`config.mk`:
```
export PLATFORM = sky130hd
export DESIGN_NAME = thread_dispatch_shim
export DESIGN_NICKNAME = d
export VERILOG_FILES = /design/src/rtl/tds_pkg.sv /design/src/rtl/tds_detect.sv /design/src/rtl/tds_sequencer.sv /design/src/rtl/tds_wreg.sv /design/src/rtl/tds_busmux.sv /design/src/rtl/thread_dispatch_shim.sv
export SDC_FILE = /design/constraint.sdc
export NUM_CORES = 1
export LEC_CHECK = 0
export ABC_AREA = 1
export BUFFER_PORTS_ARGS = -buffer_cell sky130_fd_sc_hd__buf_4
export CORE_UTILIZATION = 35
export CTS_BUF_LIST = sky130_fd_sc_hd__clkbuf_8
export DETAILED_ROUTE_END_ITERATION = 6
export GPL_TIMING_DRIVEN = 0
export PLACE_DENSITY = 0.59
export SLEW_MARGIN = 20
export SYNTH_ARGS = -nofsm -noshare
export SYNTH_HDL_FRONTEND = slang
export SYNTH_SLANG_ARGS = --single-unit
```
`constraint.sdc`:
```
create_clock -name clk -period 3 [get_ports clk]
set_input_delay 0.15 -clock clk [delete_from_list [all_inputs] [get_ports clk]]
set_output_delay 0.15 -clock clk [all_outputs]
set_load 0.03 [all_outputs]
```
`src/rtl/tds_pkg.sv`:
```
// Package: shared phase encoding and opcode constants for the dispatch shim.
// Assumes an 8-bit CPU data bus and a 16-bit pointer (two byte lanes).
package tds_pkg;

    localparam int BYTE_W  = 8;
    localparam int PTR_W   = 16;
    localparam int LANES   = PTR_W / BYTE_W;

    // Phase numbering matches dispatch cycle numbers; cycle 1 is idle+hit.
    typedef enum logic [3:0] {
        PH_IDLE   = 4'd0,
        PH_PTR_LO = 4'd2,
        PH_PTR_HI = 4'd3,
        PH_IND_OP = 4'd4,
        PH_CFA_LO = 4'd5,
        PH_CFA_HI = 4'd6,
        PH_PASS_A = 4'd7,
        PH_PASS_B = 4'd8,
        PH_PASS_C = 4'd9
    } phase_t;

    localparam logic [BYTE_W-1:0] OP_DISPATCH = 8'h3B;
    localparam logic [BYTE_W-1:0] OP_JMP_ABS  = 8'h4C;
    localparam logic [BYTE_W-1:0] OP_JMP_IND  = 8'h6C;

endpackage

```
`src/rtl/tds_detect.sv`:
```
// Module: tds_detect
// Flags cycle 1 of a dispatch: an opcode fetch of the dispatch opcode
// seen while the sequencer is idle. Purely combinational.
module tds_detect
    import tds_pkg::*;
#(
    parameter int                 DW       = BYTE_W,
    parameter logic [DW-1:0]      TRIG_OP  = OP_DISPATCH
) (
    input  logic          idle,
    input  logic          op_sync,
    input  logic [DW-1:0] mem_rdata,
    output logic          hit
);

    // Match only on opcode fetches while no sequence is running.
    always_comb begin
        hit = idle && op_sync && (mem_rdata == TRIG_OP);
    end

endmodule

```
`src/rtl/tds_sequencer.sv`:
```
// Module: tds_sequencer
// Steps through dispatch cycles 2..9 after a hit, then returns to idle.
// Assumes hit is only raised while idle. Drives the double-increment pulse.
module tds_sequencer
    import tds_pkg::*;
(
    input  logic   clk,
    input  logic   rst_n,
    input  logic   hit,
    output phase_t phase,
    output logic   idle,
    output logic   dinc_req
);

    phase_t phase_q;

    // Phase register: idle -> 2 on hit, count up to 9, then back to idle.
    always_ff @(posedge clk) begin
        if (!rst_n) begin
            phase_q <= PH_IDLE;
        end else begin
            case (phase_q)
                PH_IDLE:   phase_q <= hit ? PH_PTR_LO : PH_IDLE;
                PH_PASS_C: phase_q <= PH_IDLE;
                default:   phase_q <= phase_t'(phase_q + 4'd1);
            endcase
        end
    end

    // Decoded status outputs of the phase register.
    always_comb begin
        phase    = phase_q;
        idle     = (phase_q == PH_IDLE);
        dinc_req = (phase_q == PH_IND_OP);
    end

endmodule

```
`src/rtl/tds_wreg.sv`:
```
// Module: tds_wreg
// Two-lane holding register W. Lane k captures memory data in phase
// PH_IND_OP + k, which makes it a one-cycle delay for the CPU stream.
module tds_wreg
    import tds_pkg::*;
#(
    parameter int DW = BYTE_W,
    parameter int NL = LANES
) (
    input  logic           clk,
    input  logic           rst_n,
    input  phase_t         phase,
    input  logic [DW-1:0]  mem_rdata,
    output logic [NL*DW-1:0] w_value
);

    localparam logic [3:0] FIRST_CAP = 4'(PH_IND_OP);

    for (genvar lane = 0; lane < NL; lane++) begin : g_lane
        logic [DW-1:0] lane_q;

        // Capture this lane's byte in its own capture phase.
        always_ff @(posedge clk) begin
            if (!rst_n) begin
                lane_q <= '0;
            end else if (4'(phase) == FIRST_CAP + 4'(lane)) begin
                lane_q <= mem_rdata;
            end
        end

        assign w_value[lane*DW +: DW] = lane_q;
    end

endmodule

```
`src/rtl/tds_busmux.sv`:
```
// Module: tds_busmux
// Selects the byte the CPU sees in each phase. Outside a dispatch it passes
// memory data through. Assumes PTR and W are both two bytes, low byte first.
module tds_busmux
    import tds_pkg::*;
#(
    parameter int DW = BYTE_W,
    parameter int AW = PTR_W
) (
    input  logic          hit,
    input  phase_t        phase,
    input  logic [DW-1:0] mem_rdata,
    input  logic [AW-1:0] ptr_value,
    input  logic [AW-1:0] w_value,
    output logic [DW-1:0] cpu_rdata
);

    // Per-phase source selection for the CPU data input.
    always_comb begin
        case (phase)
            PH_IDLE:   cpu_rdata = hit ? OP_JMP_ABS : mem_rdata;
            PH_PTR_LO: cpu_rdata = ptr_value[DW-1:0];
            PH_PTR_HI: cpu_rdata = ptr_value[2*DW-1:DW];
            PH_IND_OP: cpu_rdata = OP_JMP_IND;
            PH_CFA_LO: cpu_rdata = w_value[DW-1:0];
            PH_CFA_HI: cpu_rdata = w_value[2*DW-1:DW];
            default:   cpu_rdata = mem_rdata;
        endcase
    end

endmodule

```
`src/rtl/thread_dispatch_shim.sv`:
```
// Module: thread_dispatch_shim (top)
// Rewrites the byte stream to the CPU so that one dispatch opcode becomes a
// jump through the pointer, then an indirect jump through the fetched
// code-field address. Assumes op_sync marks opcode fetches and that
// ptr_addr stays steady through cycles 2 and 3.
module thread_dispatch_shim
    import tds_pkg::*;
#(
    parameter int DW = BYTE_W,
    parameter int AW = PTR_W
) (
    input  logic          clk,
    input  logic          rst_n,
    input  logic          op_sync,
    input  logic [DW-1:0] mem_rdata,
    input  logic [AW-1:0] ptr_addr,
    output logic [DW-1:0] cpu_rdata,
    output logic [AW-1:0] w_addr,
    output logic          ptr_dinc_req
);

    localparam int NL = AW / DW;

    logic   hit;
    logic   idle;
    phase_t phase;

    tds_detect #(.DW(DW), .TRIG_OP(OP_DISPATCH)) u_detect (
        .idle      (idle),
        .op_sync   (op_sync),
        .mem_rdata (mem_rdata),
        .hit       (hit)
    );

    tds_sequencer u_seq (
        .clk      (clk),
        .rst_n    (rst_n),
        .hit      (hit),
        .phase    (phase),
        .idle     (idle),
        .dinc_req (ptr_dinc_req)
    );

    tds_wreg #(.DW(DW), .NL(NL)) u_wreg (
        .clk       (clk),
        .rst_n     (rst_n),
        .phase     (phase),
        .mem_rdata (mem_rdata),
        .w_value   (w_addr)
    );

    tds_busmux #(.DW(DW), .AW(AW)) u_mux (
        .hit       (hit),
        .phase     (phase),
        .mem_rdata (mem_rdata),
        .ptr_value (ptr_addr),
        .w_value   (w_addr),
        .cpu_rdata (cpu_rdata)
    );

endmodule

```
==> results of run 1 <==
-- routing by layer --
layer / vias to the layer above / global-route usage / routed length (um)
li1: 734 / - / -
met1: 597 / 0.301 / 1790
met2: 32 / 0.281 / 1530
met3: 5 / 0.0504 / 216
met4: 0 / 0.0667 / 42
met5: - / 0 / 0
-- sequential cells by signal, indices dropped and copies added, names as in the netlist --
signal / count
u_wreg.g_lane.lane_q: 16
u_seq.phase: 4
-- logic make-up after synthesis --
logic type / count (synthesis) / synth area share
adders and majority gates: 4 / 0.0402
AOI/OAI and AO/OA: 48 / 0.194
DFF: 20 / 0.321
xor gates and xnor gates: 1 / 0.00703
buffers and inverters: 31 / 0.107
and+or+nand+nor: 88 / 0.330
-- report_power, final --
part	internal, mW	switching (mW)
clock	0.117	0.0937
sequential	0.265	0.0000384
combinational	0.0355	0.0361
-- layout by cell type (no fill, tap or decap), types with 2 or more instances in the layout --
cell type,Yosys,routed
sky130_fd_sc_hd__a21oi_1,17,17
sky130_fd_sc_hd__nand2_2,3,3
sky130_fd_sc_hd__ha_1,4,4
sky130_fd_sc_hd__clkbuf_8,0,4
sky130_fd_sc_hd__o21ai_1,8,8
sky130_fd_sc_hd__inv_1,22,22
sky130_fd_sc_hd__nand2_1,42,42
sky130_fd_sc_hd__inv_2,4,4
sky130_fd_sc_hd__buf_4,1,52
sky130_fd_sc_hd__nor2_2,2,2
sky130_fd_sc_hd__nand4_1,5,5
sky130_fd_sc_hd__nor2_1,20,20
sky130_fd_sc_hd__dfxtp_1,20,20
sky130_fd_sc_hd__nand3_1,10,10
sky130_fd_sc_hd__o21ai_0,22,22
-- how the worst max path moves through the flow --
| stage | cells after the start | endpoint | slack (ns) | startpoint |
|---|---|---|---|---|
| 3_5_place_dp | 8 | cpu_rdata[7] | 1.18 | u_seq.phase[0] |
| 5_1_grt | 8 | cpu_rdata[7] | 0.73 | u_seq.phase[0] |
| 4_1_cts | 8 | cpu_rdata[7] | 0.87 | u_seq.phase[0] |
| 6_report | 8 | cpu_rdata[7] | 0.92 | u_seq.phase[0] |
| 3_3_place_gp | 8 | cpu_rdata[7] | 1.16 | u_seq.phase[0] |
| 2_1_floorplan | 5 | cpu_rdata[7] | 1.15 | u_seq.phase[0] |
-- per-stage QoR --
| stage | utilization | hold slack, ns | instances | power [mW] |
|---|---|---|---|---|
| 2_1_floorplan | - | 0.282 | 192 | 0.300 |
| 3_3_place_gp | 0.501 | 0.448 | 289 | 0.344 |
| 3_5_place_dp | 0.501 | 0.449 | 289 | 0.343 |
| 4_1_cts | 0.518 | 0.170 | 293 | 0.555 |
| 5_1_grt | 0.518 | 0.187 | 293 | 0.570 |
| 6_report | 0.518 | 0.174 | 293 | 0.548 |
-- tightest hold or removal path, delay by kind of cell --
| family | cells | cell delay [ns] |
|---|---|---|
| AOI/OAI and AO/OA | 2 | 0.15 |
| buffers and inverters | 1 | 0.10 |
-- layout make-up --
| cell class | count | area share |
|---|---|---|
| inverters | 27 | 0.0611 |
| flip-flops and latches | 20 | 0.230 |
| multi-input cells | 141 | 0.409 |
| repair buffers | 51 | 0.220 |
| clock buffers | 4 | 0.0316 |
| well taps | 46 | 0.0330 |
| plain buffers | 4 | 0.0158 |
==> load_flow_metrics.sql, run 1 <==
INSERT INTO impl_metrics (metric_group, metric, value, unit) VALUES
('detailed_routing', 'drc_errors', '0', ''),
('logic_synthesis', 'ys_dominant_reg_cell', 'sky130_fd_sc_hd__dfxtp_1', ''),
('logic_synthesis', 'netlist-cell-type-count', '26', ''),
('logic_synthesis', 'average_cell_area_after_synthesis', '6.49', 'um2'),
('detailed_routing', 'detail_route.wirelength', '3580', 'um'),
('final_layout', 'nets', '279', ''),
('logic_synthesis', 'async_reset_ff_frac', '0', ''),
('logic_synthesis', 'post_synthesis_instance_total', '192', ''),
('clock_network', 'post_cts.resized_instances', '0', ''),
('logic_synthesis', 'post-synth-top-area-cell', 'sky130_fd_sc_hd__dfxtp_1', ''),
('detailed_routing', 'antenna_violating_nets_left', '0', ''),
('run', 'drv_cap', '0', ''),
('worst_hold_path', 'timing.hold.worst_path_depth', '3', ''),
('floorplanning', 'floorplan.io_pins', '52', ''),
('worst_hold_path', 'worst_hold_path_type', 'in -> reg', ''),
('timing', 'maxSlewViolCount', '0', ''),
('global_route', 'number_of_antenna_violations_at_the_first_check_in_global_routing', '0', ''),
('timing', 'finalHoldViolations', '0', ''),
('timing', 'skew', '0.00439', 'ns'),
('worst_setup_path', 'worstPathRequired', '2.85', 'ns'),
('worst_setup_path', 'r2r_depth', '7', ''),
('timing', 'setup_viol', '0', ''),
('power', 'p_leak', '0.843', 'nW'),
('clock_network', 'htree_levels', '1', ''),
('worst_setup_path', 'library_cell_contributing_the_largest_single_delay_on_the_critical_path', 'sky130_fd_sc_hd__dfxtp_1', ''),
('floorplanning', 'dieArea', '3800', 'um2'),
('clock_network', 'numCtsBuffers', '3', ''),
('logic_synthesis', 'ys_top_cells_by_count', 'sky130_fd_sc_hd__nand2_1, sky130_fd_sc_hd__inv_1, sky130_fd_sc_hd__o21ai_0', ''),
('clock_network', 'clk_pin_slew', '0.08', 'ns'),
('worst_setup_path', 'worstPathCellList', 'ha_1 > nand2_1 > nor2_1 > nand2_1 > nand3_1 > nor2_1 > o21ai_0 > buf_4', ''),
('clock_network', 'tritoncts', 'built', ''),
('worst_setup_path', 'worst_path_dominant_cell_family', 'simple AND/OR/NAND/NOR gates', ''),
('global_route', 'grt_start_max_net_pins', '12', ''),
('timing', 'worstMarginPinSlew', '0.471', 'ns'),
('worst_setup_path', 'capturing_point_of_the_worst_reg2reg_path', 'u_wreg.g_lane[1].lane_q[0]', ''),
('worst_setup_path', 'critical_path.n_buffers_inverters', '1', ''),
('timing', 'setup-tns-final', '0', 'ns'),
('detailed_routing', 'initialDrtViolationCount', '46', ''),
('worst_hold_path', 'hold_path.startpoint', 'mem_rdata[1]', ''),
('timing', 'maxSlewHeadroom', '0.685', ''),
('timing', 'fmaxAchievable', '481', 'MHz'),
('logic_synthesis', 'number_of_enable_flip_flop_cells_after_synthesis', '0', ''),
('final_layout', 'n_fill_cell', '384', ''),
('detailed_routing', 'dr.pass1.iters', '4', ''),
('worst_setup_path', 'type_of_element_capturing_the_critical_path', 'primary output', ''),
('final_layout', 'layout-drive-gt1-share', '0.296', ''),
('detailed_routing', 'wire_per_inst', '12.2', 'um'),
('logic_synthesis', 'synth.ff_latch_count', '20', ''),
('clock_network', 'clock_tree.buffer_depth', '2', ''),
('floorplanning', 'initial_core_utilization', '0.371', ''),
('detailed_routing', 'num_vias', '1368', ''),
('placed_design', 'gp_congestion', '0.757', ''),
('floorplanning', 'die-height', '61.7', 'um'),
('placed_design', 'placement.cell_area', '1690', 'um2'),
('final_layout', 'areaGrowthSynthToFinish', '39.8', '%'),
('placed_design', 'dp_hpwl', '2760', 'um'),
('worst_setup_path', 'critPathMaxFanout', '6', ''),
('worst_setup_path', 'worst_path_largest_cell_delay', '0.41', 'ns'),
('clock_network', 'cts-hold-fix-buffers', '0', ''),
('power', 'vdd.ir_drop.worst', '0.295', 'mV'),
('timing', 'period_needed', '2.08', 'ns'),
('placed_design', 'portBuffers', '51', ''),
('final_layout', 'multiInputGateArea', '712', 'um2'),
('worst_setup_path', 'start_kind', 'flop', ''),
('logic_synthesis', 'synthesis.nets', '223', ''),
('global_route', 'groute.usage.overall', '0.202', ''),
('global_route', 'grt_pass1_wl', '5580', 'um'),
('outcome', 'run_status', 'finished clean', ''),
('worst_setup_path', 'worst_ep_arrival_time', '1.93', 'ns'),
('clock_network', 'cts.repair_timing.setup_buffer_count', '0', ''),
('global_route', 'leftover_overflow_at_the_end_of_global_routing', '0', '');
(Power assumes the default switching activity.)
==> run 2, diff against run 1 <==
--- a/config.mk
+++ b/config.mk
@@ -11,7 +11,7 @@
 export CTS_BUF_LIST = sky130_fd_sc_hd__clkbuf_8
 export DETAILED_ROUTE_END_ITERATION = 6
 export GPL_TIMING_DRIVEN = 0
-export PLACE_DENSITY = 0.59
+export PLACE_DENSITY = 0.62
 export SLEW_MARGIN = 20
 export SYNTH_ARGS = -nofsm -noshare
 export SYNTH_HDL_FRONTEND = slang
==> constraint.sdc (replaced) <==
create_clock -name clk -period 1.8 [get_ports clk]
set_input_delay 0.09 -clock clk [delete_from_list [all_inputs] [get_ports clk]]
set_output_delay 0.09 -clock clk [all_outputs]
set_load 0.03 [all_outputs]
==> run 2 against run 1 <==
  * Sequential share of layout area is 2.2 points lower
  * Non-clock buffer count is 7 higher
  * Clock power is 42% higher
  * Design area is 13% higher
  * Critical path depth stayed put
  * First-iteration DRC count is 91% higher
  * Flip-flop and latch count stayed put
  * Power is 58% higher
  * Critical endpoint is now cpu_rdata[5]
  * Count of clock-buffer cells in the layout is 1 lower
  * Combinational power is 76% higher
  * Global-route usage is 0.77 points lower
==> load_flow_metrics.sql, run 2 (synthesis results as in run 1) <==
INSERT INTO impl_metrics (metric_group, metric, value, unit) VALUES
('outcome', 'run_status', 'finished clean', ''),
('timing', 'worstMarginPinSlew', '0.412', 'ns'),
('final_layout', 'antennaDiodeCount', '0', ''),
('placed_design', 'dp_hpwl', '2750', 'um'),
('worst_setup_path', 'worstPathRequired', '1.71', 'ns'),
('worst_setup_path', 'timing_worst_setup_path_type', 'reg -> out', ''),
('timing', 'period_needed', '1.73', 'ns'),
('clock_network', 'clock_tree.buffer_depth', '2', ''),
('global_route', 'use_met1', '0.288', ''),
('floorplanning', 'floorplan.rows', '21', ''),
('worst_setup_path', 'r2r_start', 'u_seq.phase[2]', ''),
('detailed_routing', 'antenna_violating_nets_left', '0', ''),
('worst_setup_path', 'capturing_point_of_the_worst_reg2reg_path', 'u_wreg.g_lane[0].lane_q[0]', ''),
('final_layout', 'largest_reg_flops', '16', ''),
('clock_network', 'cts-hold-fix-buffers', '0', ''),
('detailed_routing', 'detail_route.wirelength', '3880', 'um'),
('placed_design', 'portBuffers', '51', ''),
('timing', 'maxSlewViolCount', '0', ''),
('worst_setup_path', 'worst_ep_arrival_time', '1.64', 'ns'),
('detailed_routing', 'dr.pass1.iters', '4', ''),
('worst_hold_path', 'worst_hold_path_type', 'in -> reg', ''),
('final_layout', 'areaGrowthSynthToFinish', '57.6', '%'),
('timing', 'skew', '0.00423', 'ns'),
('final_layout', 'nets', '286', ''),
('worst_setup_path', 'critPathMaxFanout', '10', ''),
('worst_setup_path', 'start_kind', 'flop', ''),
('worst_hold_path', 'hold-path-endpoint', 'u_wreg.g_lane[0].lane_q[5]', ''),
('final_layout', 'max_flop_register', 'u_wreg.g_lane.lane_q', ''),
('placed_design', 'placement.cell_area', '1690', 'um2'),
('placed_design', 'placedCellCount', '289', ''),
('power', 'netSwitchingFraction', '0.249', ''),
('global_route', 'grt.met3_usage', '0.0210', ''),
('clock_network', 'htree_levels', '1', ''),
('global_route', 'global_route.peak_usage_layer', 'met2', ''),
('global_route', 'leftover_overflow_at_the_end_of_global_routing', '0', ''),
('power', 'report.power.total', '0.865', 'mW'),
('worst_setup_path', 'type_of_element_capturing_the_critical_path', 'primary output', ''),
('floorplanning', 'die-height', '61.7', 'um'),
('clock_network', 'numCtsBuffers', '3', ''),
('clock_network', 'root_buffer', 'sky130_fd_sc_hd__clkbuf_8', ''),
('timing', 'maxSlewHeadroom', '0.725', ''),
('clock_network', 'clk_pin_slew', '0.08', 'ns'),
('global_route', 'vias_in_the_first_global_route', '1119', ''),
('global_route', 'grt_start_max_net_pins', '11', ''),
('power', 'p_leak', '0.890', 'nW'),
('global_route', 'groute.usage.overall', '0.195', ''),
('timing', 'hold_ws', '0.116', 'ns'),
('final_layout', 'layout-drive-gt1-share', '0.395', ''),
('floorplanning', 'dieArea', '3800', 'um2'),
('global_route', 'grt_pass1_wl', '5490', 'um'),
('timing', 'fraction_of_the_cycle_the_final_worst_path_needs', '0.963', ''),
('timing', 'setup_viol', '0', ''),
('timing', 'fmaxAchievable', '577', 'MHz'),
('power', 'p_comb_frac', '0.146', ''),
('detailed_routing', 'wire_per_inst', '13.0', 'um'),
('detailed_routing', 'drc_errors', '0', ''),
('power', 'share_seq_of_total_power', '0.507', ''),
('power', 'power.density', '440', 'nW/um2'),
('worst_hold_path', 'hold_path.startpoint', 'mem_rdata[5]', ''),
('timing', 'finalWorstSetupSlack', '0.0658', 'ns'),
('detailed_routing', 'route.detailed.vias_per_inst', '4.79', ''),
('worst_setup_path', 'slack_of_the_worst_reg_to_reg_path', '0.48', 'ns'),
('detailed_routing', 'num_vias', '1433', ''),
('floorplanning', 'floorplan.io_pins', '52', ''),
('clock_network', 'tritoncts', 'built', ''),
('clock_network', 'clock-sinks', '20', ''),
('run', 'drv_cap', '0', ''),
('clock_network', 'worstSkewPairLatency', '0.26', 'ns'),
('floorplanning', 'initial_core_utilization', '0.371', ''),
('placed_design', 'detailedPlace.worstSlack', '0.0682', 'ns'),
('global_route', 'number_of_antenna_violations_at_the_first_check_in_global_routing', '0', ''),
('worst_hold_path', 'timing.hold.worst_path_depth', '3', ''),
('timing', 'finalHoldViolations', '0', ''),
('final_layout', 'final_cell_count_no_fill', '299', ''),
('timing', 'grt_setup_unrepaired', 'yes', ''),
('final_layout', 'layout.cells.most_common', 'sky130_fd_sc_hd__buf_4', ''),
('detailed_routing', 'initialDrtViolationCount', '88', ''),
('global_route', 'met2_usage', '0.300', ''),
('worst_setup_path', 'r2r_depth', '7', ''),
('placed_design', 'gp_congestion', '0.762', ''),
('floorplanning', 'core', '3360', 'um2'),
('final_layout', 'most-common-layout-cells', 'sky130_fd_sc_hd__buf_4, sky130_fd_sc_hd__nand2_1, sky130_fd_sc_hd__inv_1, sky130_fd_sc_hd__o21ai_0', ''),
('power', 'intPower', '0.650', 'mW'),
('floorplanning', 'die-width', '61.7', 'um'),
('power', 'total_switching_power', '0.215', 'mW'),
('power', 'clkPwrFrac', '0.347', ''),
('final_layout', 'final_area', '1960', 'um2'),
('power', 'vdd.ir_drop.worst', '0.201', 'mV');
[run 2: power by group through the flow]
stage	logic, mW	registers, mW	clock network (mW)
floorplan	0.0470	0.452	0
global placement	0.120	0.453	0
detailed placement	0.120	0.453	0
CTS	0.121	0.442	0.302
global route	0.136	0.439	0.326
finish	0.126	0.439	0.300
[run 2: cell type report]
| cell class | count | area (um2) |
|---|---|---|
| tap | 46 | 57.6 |
| fill | 359 | 1400 |
| buffer | 4 | 33.8 |
| multi-input combinational | 141 | 866 |
| sequential | 20 | 409 |
| inverter | 27 | 114 |
| timing repair buffer | 58 | 443 |
| clock buffer | 3 | 41.3 |
[run 2: worst max path at each step]
stage               slack (ns)  depth (start not counted)           start           end
floorplan                0.006                          5  u_seq.phase[0]  cpu_rdata[7]
global placement          0.04                          8  u_seq.phase[0]  cpu_rdata[7]
finish                    0.07                          8  u_seq.phase[0]  cpu_rdata[5]
global route             -0.02                          8  u_seq.phase[0]  cpu_rdata[2]
CTS                      -0.01                          9  u_seq.phase[0]  cpu_rdata[1]
detailed placement        0.07                          8  u_seq.phase[0]  cpu_rdata[3]
[run 2: layer usage]
metal	wire length (um)	share of wire
met3	134	0.035
met4	36	0.0093
met2	1810	0.47
met5	0	0
met1	1890	0.49
[run 2: repair_timing]
item | in CTS | in global routing
pin swaps | 1 | 17
endpoints found under the setup margin | 8 | 8
setup buffers | 4 | 3
gates resized for setup | 14 | 36
[run 2: worst max-delay path: stages, from the launching register on]
cell and delay [ns]:
sky130_fd_sc_hd__dfxtp_4 0.41, sky130_fd_sc_hd__inv_4 0.06, sky130_fd_sc_hd__ha_4 0.19, sky130_fd_sc_hd__nand2_2 0.13
sky130_fd_sc_hd__buf_4 0.19, sky130_fd_sc_hd__nand3_1 0.08, sky130_fd_sc_hd__nor2_1 0.11, sky130_fd_sc_hd__nand2_1 0.06
sky130_fd_sc_hd__buf_4 0.16
[run 2: per-stage QoR]
stage / TNS (ns) / utilization
final: 0 / 0.584
after CTS: -0.0188 / 0.534
after detailed placement: 0 / 0.501
after global routing: -0.0633 / 0.584
after global placement: 0 / 0.501
after floorplan: 0 / -
==> run 3, diff against run 2 <==
--- a/config.mk
+++ b/config.mk
@@ -10,7 +10,7 @@
 export CORE_UTILIZATION = 35
 export CTS_BUF_LIST = sky130_fd_sc_hd__clkbuf_8
 export DETAILED_ROUTE_END_ITERATION = 6
-export GPL_TIMING_DRIVEN = 0
+export GPL_TIMING_DRIVEN = 1
 export PLACE_DENSITY = 0.62
 export SLEW_MARGIN = 20
 export SYNTH_ARGS = -nofsm -noshare
==> run 3 against run 2 <==
  * Die area is the same
  * Cell count grew 0.67%
  * Via count grew 1.2%
  * Global-route usage is essentially flat
  * Setup slack gained 0.0014 ns
  * Combinational power is essentially flat
  * Largest cell class unchanged
==> load_flow_metrics.sql, run 3 (synthesis results as in run 1) <==
INSERT INTO impl_metrics (metric_group, metric, value, unit) VALUES
('worst_setup_path', 'start_kind', 'flop', ''),
('timing', 'fraction_of_the_cycle_the_final_worst_path_needs', '0.963', ''),
('timing', 'period_needed', '1.73', 'ns'),
('worst_setup_path', 'crit_start', 'u_seq.phase[0]', ''),
('power', 'clkPwrFrac', '0.446', ''),
('timing', 'skew', '0.00601', 'ns'),
('timing', 'finalHoldViolations', '0', ''),
('global_route', 'groute.usage.overall', '0.195', ''),
('detailed_routing', 'antenna_violating_nets_left', '0', ''),
('global_route', 'grt_start_max_net_pins', '18', ''),
('worst_setup_path', 'worst_path_dominant_cell_family', 'simple AND/OR/NAND/NOR gates', ''),
('detailed_routing', 'wire_per_inst', '12.4', 'um'),
('power', 'vdd.ir_drop.worst', '0.430', 'mV'),
('clock_network', 'worstSkewPairLatency', '0.26', 'ns'),
('final_layout', 'antennaDiodeCount', '0', ''),
('timing', 'maxSlewViolCount', '0', ''),
('timing', 'setup_viol', '0', ''),
('worst_setup_path', 'worstPathCellList', 'inv_4 > ha_4 > nand2_4 > nor2_4 > buf_4 > nand2_1 > nand2_1 > nor2_1 > nand3b_1 > buf_6', ''),
('detailed_routing', 'dr.pass1.iters', '4', ''),
('worst_setup_path', 'cp_common_cell', 'sky130_fd_sc_hd__nand2_1', ''),
('worst_setup_path', 'critical_path.n_buffers_inverters', '3', ''),
('global_route', 'number_of_antenna_violations_at_the_first_check_in_global_routing', '0', ''),
('detailed_routing', 'route.top_layer_used', 'met4', ''),
('worst_setup_path', 'timing_worst_setup_path_type', 'reg -> out', ''),
('floorplanning', 'die-height', '61.7', 'um'),
('global_route', 'grt_pass1_wl', '5370', 'um'),
('power', 'total_switching_power', '0.218', 'mW'),
('floorplanning', 'initial_core_utilization', '0.371', ''),
('timing', 'worstMarginPinSlew', '0.196', 'ns'),
('detailed_routing', 'route.detailed.vias_per_inst', '4.82', ''),
('global_route', 'leftover_overflow_at_the_end_of_global_routing', '0', ''),
('floorplanning', 'floorplan.io_pins', '52', ''),
('final_layout', 'most-common-layout-cells', 'sky130_fd_sc_hd__buf_4, sky130_fd_sc_hd__nand2_1, sky130_fd_sc_hd__inv_1, sky130_fd_sc_hd__nor2_1, sky130_fd_sc_hd__a21oi_1', ''),
('run', 'drv_cap', '0', ''),
('clock_network', 'tritoncts', 'built', ''),
('final_layout', 'n_fill_cell', '334', ''),
('detailed_routing', 'detail_route.wirelength', '3740', 'um'),
('power', 'netSwitchingFraction', '0.215', ''),
('final_layout', 'max_flop_register', 'u_wreg.g_lane.lane_q', ''),
('global_route', 'vias_in_the_first_global_route', '1162', ''),
('worst_setup_path', 'type_of_element_capturing_the_critical_path', 'primary output', ''),
('power', 'power.density', '520', 'nW/um2'),
('worst_setup_path', 'worst_ep_arrival_time', '1.64', 'ns'),
('timing', 'finalWorstSetupSlack', '0.0671', 'ns'),
('detailed_routing', 'wl_met2', '1760', 'um'),
('final_layout', 'layout-drive-gt1-share', '0.392', ''),
('floorplanning', 'dieArea', '3800', 'um2'),
('detailed_routing', 'drc_errors', '0', ''),
('clock_network', 'root_buffer', 'sky130_fd_sc_hd__clkbuf_8', ''),
('placed_design', 'gp_congestion', '0.790', ''),
('clock_network', 'clock_tree.buffer_depth', '2', ''),
('final_layout', 'final_cell_count_no_fill', '301', ''),
('timing', 'hold_ws', '0.105', 'ns'),
('power', 'intPower', '0.797', 'mW'),
('clock_network', 'numCtsBuffers', '3', ''),
('clock_network', 'htree_levels', '1', ''),
('final_layout', 'largest_reg_flops', '16', ''),
('worst_setup_path', 'critPathMaxFanout', '6', ''),
('detailed_routing', 'm1WireLength', '1790', 'um'),
('clock_network', 'clk_pin_slew', '0.08', 'ns'),
('power', 'p_leak', '0.909', 'nW'),
('power', 'share_seq_of_total_power', '0.433', ''),
('floorplanning', 'core', '3360', 'um2'),
('power', 'p_comb_frac', '0.121', ''),
('placed_design', 'portBuffers', '51', ''),
('worst_hold_path', 'hold_path.startpoint', 'mem_rdata[5]', ''),
('worst_setup_path', 'worst_path_largest_cell_delay', '0.39', 'ns'),
('detailed_routing', 'met3_wirelength', '155', 'um'),
('timing', 'grt_setup_unrepaired', 'yes', ''),
('placed_design', 'detailedPlace.worstSlack', '0.196', 'ns'),
('clock_network', 'clock-sinks', '20', ''),
('final_layout', 'areaGrowthSynthToFinish', '56.6', '%'),
('detailed_routing', 'num_vias', '1450', ''),
('timing', 'maxSlewHeadroom', '0.869', ''),
('placed_design', 'placedCellCount', '289', ''),
('floorplanning', 'die-width', '61.7', 'um'),
('outcome', 'run_status', 'finished clean', ''),
('worst_setup_path', 'worstPathRequired', '1.71', 'ns'),
('detailed_routing', 'initialDrtViolationCount', '39', ''),
('worst_setup_path', 'library_cell_contributing_the_largest_single_delay_on_the_critical_path', 'sky130_fd_sc_hd__dfxtp_4', ''),
('timing', 'fmaxAchievable', '577', 'MHz'),
('floorplanning', 'floorplan.rows', '21', ''),
('placed_design', 'dp_hpwl', '2750', 'um'),
('worst_hold_path', 'worst_hold_path_type', 'in -> reg', ''),
('worst_setup_path', 'r2r_start', 'u_seq.phase[2]', ''),
('final_layout', 'nets', '287', ''),
('final_layout', 'layout.cells.most_common', 'sky130_fd_sc_hd__buf_4', '');
-- run 3: cell count changes in the layout (fill, tap and decap cells not counted), sizes merged --
| cell | previous run | this run |
|---|---|---|
| buf | 61 | 63 |
| bufinv | 0 | 1 |
| clkbuf | 4 | 3 |
-- run 3: metrics by stage --
stage          power (mW)  TNS (ns)  area (um2)   util
3_5_place_dp        0.571         0        1690  0.502
6_report             1.01         0        1950  0.580
2_1_floorplan       0.499         0        1250      -
3_3_place_gp        0.572         0        1690  0.502
4_1_cts              1.02         0        1800  0.536
5_1_grt              1.06    -0.189        1950  0.580
-- run 3: power by group through the flow --
stage / registers (mW) / clock network, mW / logic, mW
finish: 0.439 / 0.453 / 0.123
detailed placement: 0.453 / 0 / 0.119
global placement: 0.453 / 0 / 0.119
floorplan: 0.452 / 0 / 0.0470
CTS: 0.442 / 0.461 / 0.119
global route: 0.439 / 0.488 / 0.133
-- run 3: timing repair --
action,4_1_cts,5_1_grt
hold buffers,0,0
endpoints found under the hold margin,0,0
endpoints found under the setup margin,8,8
gates resized for setup,10,30
pin swaps,2,8
setup buffers,2,6
-- run 3: path summary, 6_finish.rpt --
| kind | endpoint | slack (ns) | cells past startpoint |
|---|---|---|---|
| worst min register to register | u_wreg.g_lane[1].lane_q[1] | 0.47 | 2 |
| worst max register to register | u_wreg.g_lane[0].lane_q[6] | 0.44 | 7 |
| worst min-delay path | u_wreg.g_lane[0].lane_q[5] | 0.11 | 3 |
| worst max-delay path | cpu_rdata[3] | 0.07 | 10 |
-- run 3: area by class of cell --
type | count | area (um2) | area share
inverters | 27 | 111 | 0.0571
clock buffers | 3 | 41.3 | 0.0212
multi-input cells | 141 | 825 | 0.422
clock inverters | 1 | 30.0 | 0.0154
well taps | 46 | 57.6 | 0.0295
flip-flops and latches | 20 | 410 | 0.210
repair buffers | 63 | 477 | 0.244
-- run 3: layer usage --
metal | GRT usage | vias to the layer above
met2 | 0.293 | 40
met5 | 0 | -
met3 | 0.0420 | 2
met1 | 0.278 | 656
li1 | - | 752
met4 | 0.0571 | 0
-- run 3: worst reg2reg max path: stages (launching register included) --
cell                      delay, ns
sky130_fd_sc_hd__dfxtp_2       0.41
sky130_fd_sc_hd__inv_2         0.09
sky130_fd_sc_hd__nor2_2        0.18
sky130_fd_sc_hd__nand2_4       0.13
sky130_fd_sc_hd__buf_4         0.17
sky130_fd_sc_hd__inv_2         0.11
sky130_fd_sc_hd__o21ai_0       0.09
sky130_fd_sc_hd__a21oi_1       0.11
